**config.mk**
```make
export PLATFORM = sky130hd
export DESIGN_NAME = booth_mul_r4
export DESIGN_NICKNAME = d
export VERILOG_FILES = /design/src/rtl/booth_r4_pkg.sv /design/src/rtl/booth_recoder.sv /design/src/rtl/booth_ppgen.sv /design/src/rtl/booth_mul_r4.sv
export SDC_FILE = /design/constraint.sdc
export NUM_CORES = 1
export LEC_CHECK = 0
export ABC_AREA = 1
export BUFFER_PORTS_ARGS = -buffer_cell sky130_fd_sc_hd__clkbuf_2
export CORE_MARGIN = 2
export CORE_UTILIZATION = 50
export DETAILED_ROUTE_END_ITERATION = 10
export GPL_TIMING_DRIVEN = 0
export MAX_ROUTING_LAYER = met4
export PLACE_DENSITY = 0.81
export SETUP_SLACK_MARGIN = 0.05
export SLEW_MARGIN = 20
export SYNTH_ARGS = -nofsm -noshare
export SYNTH_HDL_FRONTEND = slang
export SYNTH_SLANG_ARGS = --single-unit
```
**constraint.sdc**
```tcl
create_clock -name clk -period 5.3 [get_ports clk]
set_clock_uncertainty 0.15 [all_clocks]
set_input_delay 0.265 -clock clk [delete_from_list [all_inputs] [get_ports clk]]
set_output_delay 0.265 -clock clk [all_outputs]
set_load 0.01 [all_outputs]
```
**src/rtl/booth_r4_pkg.sv**
```systemverilog
package booth_r4_pkg;

  // One recoded digit: magnitude selects and sign.
  typedef struct packed {
    logic one;   // magnitude 1
    logic two;   // magnitude 2
    logic neg;   // digit is negative
  } bdigit_t;

  // Window {hi, mid, lo} -> digit value -2*hi + mid + lo
  function automatic bdigit_t recode_window(input logic [2:0] w);
    bdigit_t d;
    d.one = w[1] ^ w[0];
    d.two = (w == 3'b011) || (w == 3'b100);
    d.neg = w[2] & ~(w[1] & w[0]);
    return d;
  endfunction

  // Signed value of a digit, for reading and checking
  function automatic int digit_value(input bdigit_t d);
    int v;
    v = d.two ? 2 : (d.one ? 1 : 0);
    return d.neg ? -v : v;
  endfunction

endpackage

```
**src/rtl/booth_recoder.sv**
```systemverilog
module booth_recoder
  import booth_r4_pkg::*;
#(
  parameter int N = 8
) (
  input  logic [N-1:0]           mplier,
  output bdigit_t [N/2-1:0]      digits
);
  localparam int NG = N / 2;

  logic [N:0] ext;
  assign ext = {mplier, 1'b0};

  for (genvar g = 0; g < NG; g++) begin : g_win
    assign digits[g] = recode_window(ext[2*g+2 : 2*g]);
  end

endmodule

```
**src/rtl/booth_ppgen.sv**
```systemverilog
module booth_ppgen
  import booth_r4_pkg::*;
#(
  parameter int N   = 8,
  parameter int IDX = 0
) (
  input  logic [N-1:0]   mcand,
  input  bdigit_t        digit,
  output logic [2*N-1:0] term,
  output logic [2*N-1:0] corr
);
  localparam int PW    = 2 * N;
  localparam int SHIFT = 2 * IDX;

  logic [N:0]    mag;
  logic [N:0]    flip;
  logic [PW-1:0] wide;

  always_comb begin
    if (digit.one)      mag = {mcand[N-1], mcand};
    else if (digit.two) mag = {mcand, 1'b0};
    else                mag = '0;
    flip = mag ^ {(N+1){digit.neg}};
    wide = {{(N-1){flip[N]}}, flip};
    term = wide << SHIFT;
    corr = {{(PW-1){1'b0}}, digit.neg} << SHIFT;
  end

endmodule

```
**src/rtl/booth_mul_r4.sv**
```systemverilog
module booth_mul_r4
  import booth_r4_pkg::*;
#(
  parameter int N = 8
) (
  input  logic             clk,
  input  logic             rst_n,
  input  logic             in_valid,
  input  logic [N-1:0]     mcand,
  input  logic [N-1:0]     mplier,
  output logic             out_valid,
  output logic [2*N-1:0]   product
);
  localparam int NG = N / 2;
  localparam int PW = 2 * N;

  bdigit_t [NG-1:0] digits;
  logic [PW-1:0]    terms [NG];
  logic [PW-1:0]    corrs [NG];
  logic [PW-1:0]    sum_w;

  // Named digit fields, brought out for the checker
  logic [NG-1:0] sel_one, sel_two, sel_neg;

  booth_recoder #(.N(N)) u_rec (
    .mplier (mplier),
    .digits (digits)
  );

  for (genvar g = 0; g < NG; g++) begin : g_pp
    assign sel_one[g] = digits[g].one;
    assign sel_two[g] = digits[g].two;
    assign sel_neg[g] = digits[g].neg;

    booth_ppgen #(.N(N), .IDX(g)) u_pp (
      .mcand (mcand),
      .digit (digits[g]),
      .term  (terms[g]),
      .corr  (corrs[g])
    );
  end

  always_comb begin
    sum_w = '0;
    for (int g = 0; g < NG; g++) begin
      sum_w = sum_w + terms[g] + corrs[g];
    end
  end

  always_ff @(posedge clk) begin
    if (!rst_n) begin
      out_valid <= 1'b0;
      product   <= '0;
    end else begin
      out_valid <= in_valid;
      if (in_valid) product <= sum_w;
    end
  end

endmodule

```
==> flow_summary.toml, run 1 <==
[route]
via_count = 2693
avgViaCountPerCell = 4.818
ant_nets = 0
drt_iter0_drc = 110
drcViolationCount = 0
post_drt_wl_per_cell_um = 10.68
dr.pass1.iters = 4
routed_wl_um = 5971

[clock_tree]
cts_setup_buffers = 0
cts_buffer_depth = 2
clock_latency_ns = 0.25
cts_buffers = 3
hold_buffers = 0
clk_pin_slew_ns = 0.07
cts.sinks = 17
root_buffer = "clkbuf_8"
htree_levels = 1
tritoncts = "yes"
cts_resized = 0

[timing]
finalSetupTns_ns = 0
maxSlewViolCount = 0
worstMarginPinSlew_ns = 0.9768
min_period_ns = 4.528
rsz0062_at_grt = "no"
fmax_ghz = 0.2208
finalHoldViolations = 0
finalCritPeriodShare_pct = 85.44
relSlewSlack_pct = 34.19
finalSetupViolations = 0

[synthesis]
yosys.area.top_type = "nand2_1"
synthArstFlopShare_pct = 0
synth.area.top_cells = "nand2_1 (15%), ha_1 (15%), fa_1 (14%), dfxtp_1 (12%), inv_1 (11%)"
synthesis.area_sq_um = 2933
syn_avg_cell_area_sq_um = 6.517
ys_warn_count = 0
synth_top_flop_cell = "dfxtp_1"
synth_top_area_share_pct = 15.10
synth_cells = 450
synth_edf_count = 0
synth_seq_cells = 17
ys_types = 24
yosysMostFrequentCell = "nand2_1"
ys_seq_area_share_pct = 11.60
synth.net_count = 523
ys_top_cells_by_count = "nand2_1 (118), inv_1 (89), nor2_1 (41), o21ai_0 (39), ha_1 (34)"

[die]
die_h_um = 80.59
io_pins = 36
start_util_pct = 52.62
num_rows = 27
die_w_um = 80.59
fp.coreArea_sq_um = 5574
die_area_sq_um = 6494

[global_route]
antenna_found_initial = 0
overflow = 0
grt_max_degree = 11
grt_pass1_vias = 2481
grt_pass1_wl_um = 10240
grt_usage_pct = 20.22

[final_layout]
final_util_pct = 58.00
antennaDiodeCount = 0
fillCellCount = 555
area_delta_synth_final_pct = 10.24
final_cells = 559
drive_gt1_share_pct = 11.29
nets = 561
fin_area_sq_um = 3233

[power]
power_density_nw_per_um2 = 524.4
clkPwrFrac_pct = 5.7
swShare_pct = 54.02
p_seq_share_pct = 11.3
power_frac_comb_pct = 83.0
p_leak_uw = 0.001889
vdd_ir_drop_max_uv = 250.2
p_sw_uw = 915.8
total_power_uw = 1695
p_int_uw = 779.5

[placed_design]
gp_congestion = 0.9139
port_buffers = 33
dpl_cell_area_sq_um = 3188
hpwl_um = 5268
placed_cells = 555

[setup_path]
ff2ff_path_depth = 4
cp-end-kind = "register"
worst_ep_arrival_time_ns = 4.53
cp-start-kind = "input port"
timing.rr.start = "product[6]"
critical_path_required_ns = 5.31
r2r-end = "product[6]"
cp_max_fo = 10
crit_type = "input port to register"
r2r_setup_slack_ns = 4.42

[min_path]
hold_end = "out_valid"
holdPathStages = 3
worstHoldStart = "rst_n"
worstHoldPathType = "input port to register"

[run]
cap_violations = 0

[outcome]
status = "completed"
[layer usage]
layer  vias up  GRT usage (%)  routed length [um]
met5         -              -                   0
met4         0          2.712                  63
met1      1190          23.88                2705
li1       1451              -                   -
met3         6          2.809                 189
met2        46          37.33                3013
[state kept, by name, summed over array words and instances, names as in the netlist]
| signal | count |
|---|---|
| product | 16 |
| out_valid | 1 |
[cell families (layout without fill, tap and decap cells)]
logic type               count (synthesis)  count (layout)  synth area share (%)
XOR/XNOR                                34              34                 10.15
AND/OR/NAND/NOR                        188             188                 26.49
flip-flops                              17              17                 11.60
adder cells (fa/ha/maj)                 54              54                 28.16
AO/OA/AOI/OAI                           57              57                 10.20
buffers and inverters                  100             137                 13.40
[layout make-up]
cell class | instances | area, sq um | share of cell area, %
multi-input cells | 333 | 2200 | 68.03
flip-flops and latches | 17 | 340.3 | 10.53
inverters | 90 | 337.8 | 10.45
repair buffers | 33 | 165.2 | 5.108
well taps | 72 | 90.09 | 2.786
plain buffers | 10 | 55.05 | 1.703
clock buffers | 4 | 45.04 | 1.393
[cells in the final DEF, fill, tap and decap left out, types with 3 or more instances in the layout]
cell	n
nand2_1	118
inv_1	89
nor2_1	41
o21ai_0	39
ha_1	34
clkbuf_2	33
xor2_1	31
fa_1	20
dfxtp_1	17
nand3_1	15
a21oi_1	11
buf_2	8
nand2_2	4
a31oi_1	3
o211ai_1	3
xnor2_1	3
nand4_1	3
clkbuf_8	3
[worst max path at each step]
stage,from,end,slack (ns),depth (start not counted)
after floorplan,mplier[1],product[11],1.08,23
after CTS,mplier[1],product[11],0.73,23
after global placement,mplier[1],product[11],0.54,25
after detailed placement,mplier[1],product[11],0.47,23
final,mplier[1],product[11],0.77,23
after global routing,mplier[1],product[11],0.40,25
[power by group through the flow]
stage	logic [uW]	registers (uW)	clock network, uW
2_1_floorplan	1080	214	0
3_3_place_gp	1370	192	0
3_5_place_dp	1410	195	0
4_1_cts	1420	192	97.7
5_1_grt	1650	196	103
6_report	1410	192	96.4
[metrics by stage]
step	setup slack, ns	hold WS (ns)
after floorplan	1.079	0.2126
after global placement	0.5390	0.3349
after detailed placement	0.4731	0.3395
after CTS	0.7338	0.1167
after global routing	0.3998	0.1487
final	0.7717	0.1225
[critical path, cell delays in order]
cell,delay [ns]
clkbuf_2,0.14
buf_2,0.21
inv_1,0.13
ha_1,0.41
a21oi_1,0.15
nand2_1,0.18
nand2_1,0.12
xor2_1,0.30
inv_1,0.15
fa_1,0.52
inv_1,0.06
fa_1,0.52
inv_1,0.04
ha_1,0.28
ha_1,0.35
nand2_1,0.10
nor2_1,0.18
nand2_2,0.08
nand2_2,0.06
xnor2_1,0.12
nand2_1,0.07
nand2_1,0.05
inv_1,0.04
Power figures use the tool's default switching activity.
==> inputs of run 2 (changes only) <==
CTS_BUF_LIST = sky130_fd_sc_hd__clkbuf_4   (was unset)
==> run 2 against run 1 <==
Core utilization is 0.27 points lower. Cell count is the same. Via count rose by 0.52%. Critical path type unchanged. Largest cell class unchanged. Largest power group unchanged.
==> flow_summary.toml, run 2 (synthesis gave the netlist of run 1 again) <==
[die]
start_util_pct = 52.62
num_rows = 27
die_w_um = 80.59
io_pins = 36
die_h_um = 80.59
die_area_sq_um = 6494
fp.coreArea_sq_um = 5574

[timing]
relSlewSlack_pct = 34.95
finalSetupViolations = 0
min_period_ns = 4.458
hold_slack_ns = 0.07430
finalSetupTns_ns = 0
finalHoldViolations = 0
fmax_ghz = 0.2243
maxSlewViolCount = 0
rsz0062_at_grt = "no"
finalCritPeriodShare_pct = 84.12
worstMarginPinSlew_ns = 0.9656

[placed_design]
placed_cells = 555
gp_congestion = 0.9139
hpwl_um = 5268
port_buffers = 33

[global_route]
antenna_found_initial = 0
grt_max_degree = 11
grt_pass1_vias = 2481
overflow = 0
grt_usage_pct = 20.00
grt_pass1_wl_um = 10140

[clock_tree]
cts.sinks = 17
cts_resized = 0
hold_buffers = 0
clock_latency_ns = 0.30
cts_buffer_depth = 2
tritoncts = "yes"
cts_buffers = 3
cts_setup_buffers = 0
htree_levels = 1
root_buffer = "clkbuf_4"
clk_pin_slew_ns = 0.10

[route]
drcViolationCount = 0
ant_nets = 0
via_count = 2707
avgViaCountPerCell = 4.843
drt_iter0_drc = 72
routed_wl_um = 5966
post_drt_wl_per_cell_um = 10.67
dr.pass1.iters = 4

[final_layout]
final_cells = 559
drive_gt1_share_pct = 11.50
final_util_pct = 57.73
final_cell_mix = "nand2_1 (118), inv_1 (89), nor2_1 (41)"
antennaDiodeCount = 0
area_delta_synth_final_pct = 9.727
nets = 561
largest_reg_flops = 16
layout_commonest_cell = "nand2_1"
reg_top3 = "product x16, out_valid x1"
regMostFlops = "product"

[setup_path]
cp-end-kind = "register"
crit_type = "input port to register"
cp_max_fo = 10
critical_path_required_ns = 5.36
r2r_setup_slack_ns = 4.47
worst_ep_arrival_time_ns = 4.52
cp-start-kind = "input port"

[power]
power_density_nw_per_um2 = 520.4
vdd_ir_drop_max_uv = 250.1
total_power_uw = 1675
p_leak_uw = 0.001884

[outcome]
status = "completed"

[run]
cap_violations = 0

[min_path]
worstHoldPathType = "input port to register"
-- run 2: cell counts in the layout (fill, tap and decap cells not counted) --
No cell type changed its count.
-- run 2: critical path, stage by stage --
cell and delay [ns]:
clkbuf_2 0.14, buf_2 0.21, inv_1 0.13, ha_1 0.41, a21oi_1 0.15, nand2_1 0.18, nand2_1 0.12, xor2_1 0.29
inv_1 0.14, fa_1 0.52, inv_1 0.06, fa_1 0.52, inv_1 0.04, ha_1 0.28, ha_1 0.35, nand2_1 0.10
nor2_1 0.18, nand2_2 0.08, nand2_2 0.06, xnor2_1 0.12, nand2_1 0.07, nand2_1 0.05, inv_1 0.04
-- run 2: worst paths after layout --
path,end,cells past startpoint,from
worst max-delay path,product[11],23,mplier[1]
worst max register to register,product[8],4,product[8]
worst min-delay path,out_valid,3,rst_n
worst min register to register,product[3],2,product[3]
-- run 2: stage by stage --
step,setup WS (ns),instance area [sq um]
2_1_floorplan,1.079,2933
3_3_place_gp,0.5390,3188
3_5_place_dp,0.4731,3188
4_1_cts,0.7877,3218
5_1_grt,0.4596,3218
6_report,0.8419,3218
-- run 2: cell type report --
| cell class | count | area (sq um) |
|---|---|---|
| repair buffers | 33 | 165.2 |
| inverters | 90 | 337.8 |
| multi-input cells | 333 | 2200 |
| clock buffers | 4 | 30.03 |
| flip-flops and latches | 17 | 340.3 |
| well taps | 72 | 90.09 |
| fillers | 556 | 2356 |
| plain buffers | 10 | 55.05 |
-- run 2: metal layers --
layer | global-route usage [%] | up-vias | part of all wire, %
li1 | - | 1450 | -
met1 | 23.46 | 1200 | 45
met2 | 36.92 | 51 | 50
met3 | 3.034 | 6 | 3.8
met4 | 2.712 | 0 | 1.1
met5 | - | - | 0
-- run 2: where the power goes --
part	total (uW)	switching, uW	internal, uW
clock	77.4	42.9	34.5
sequential	192	20.7	171
combinational	1410	851	555
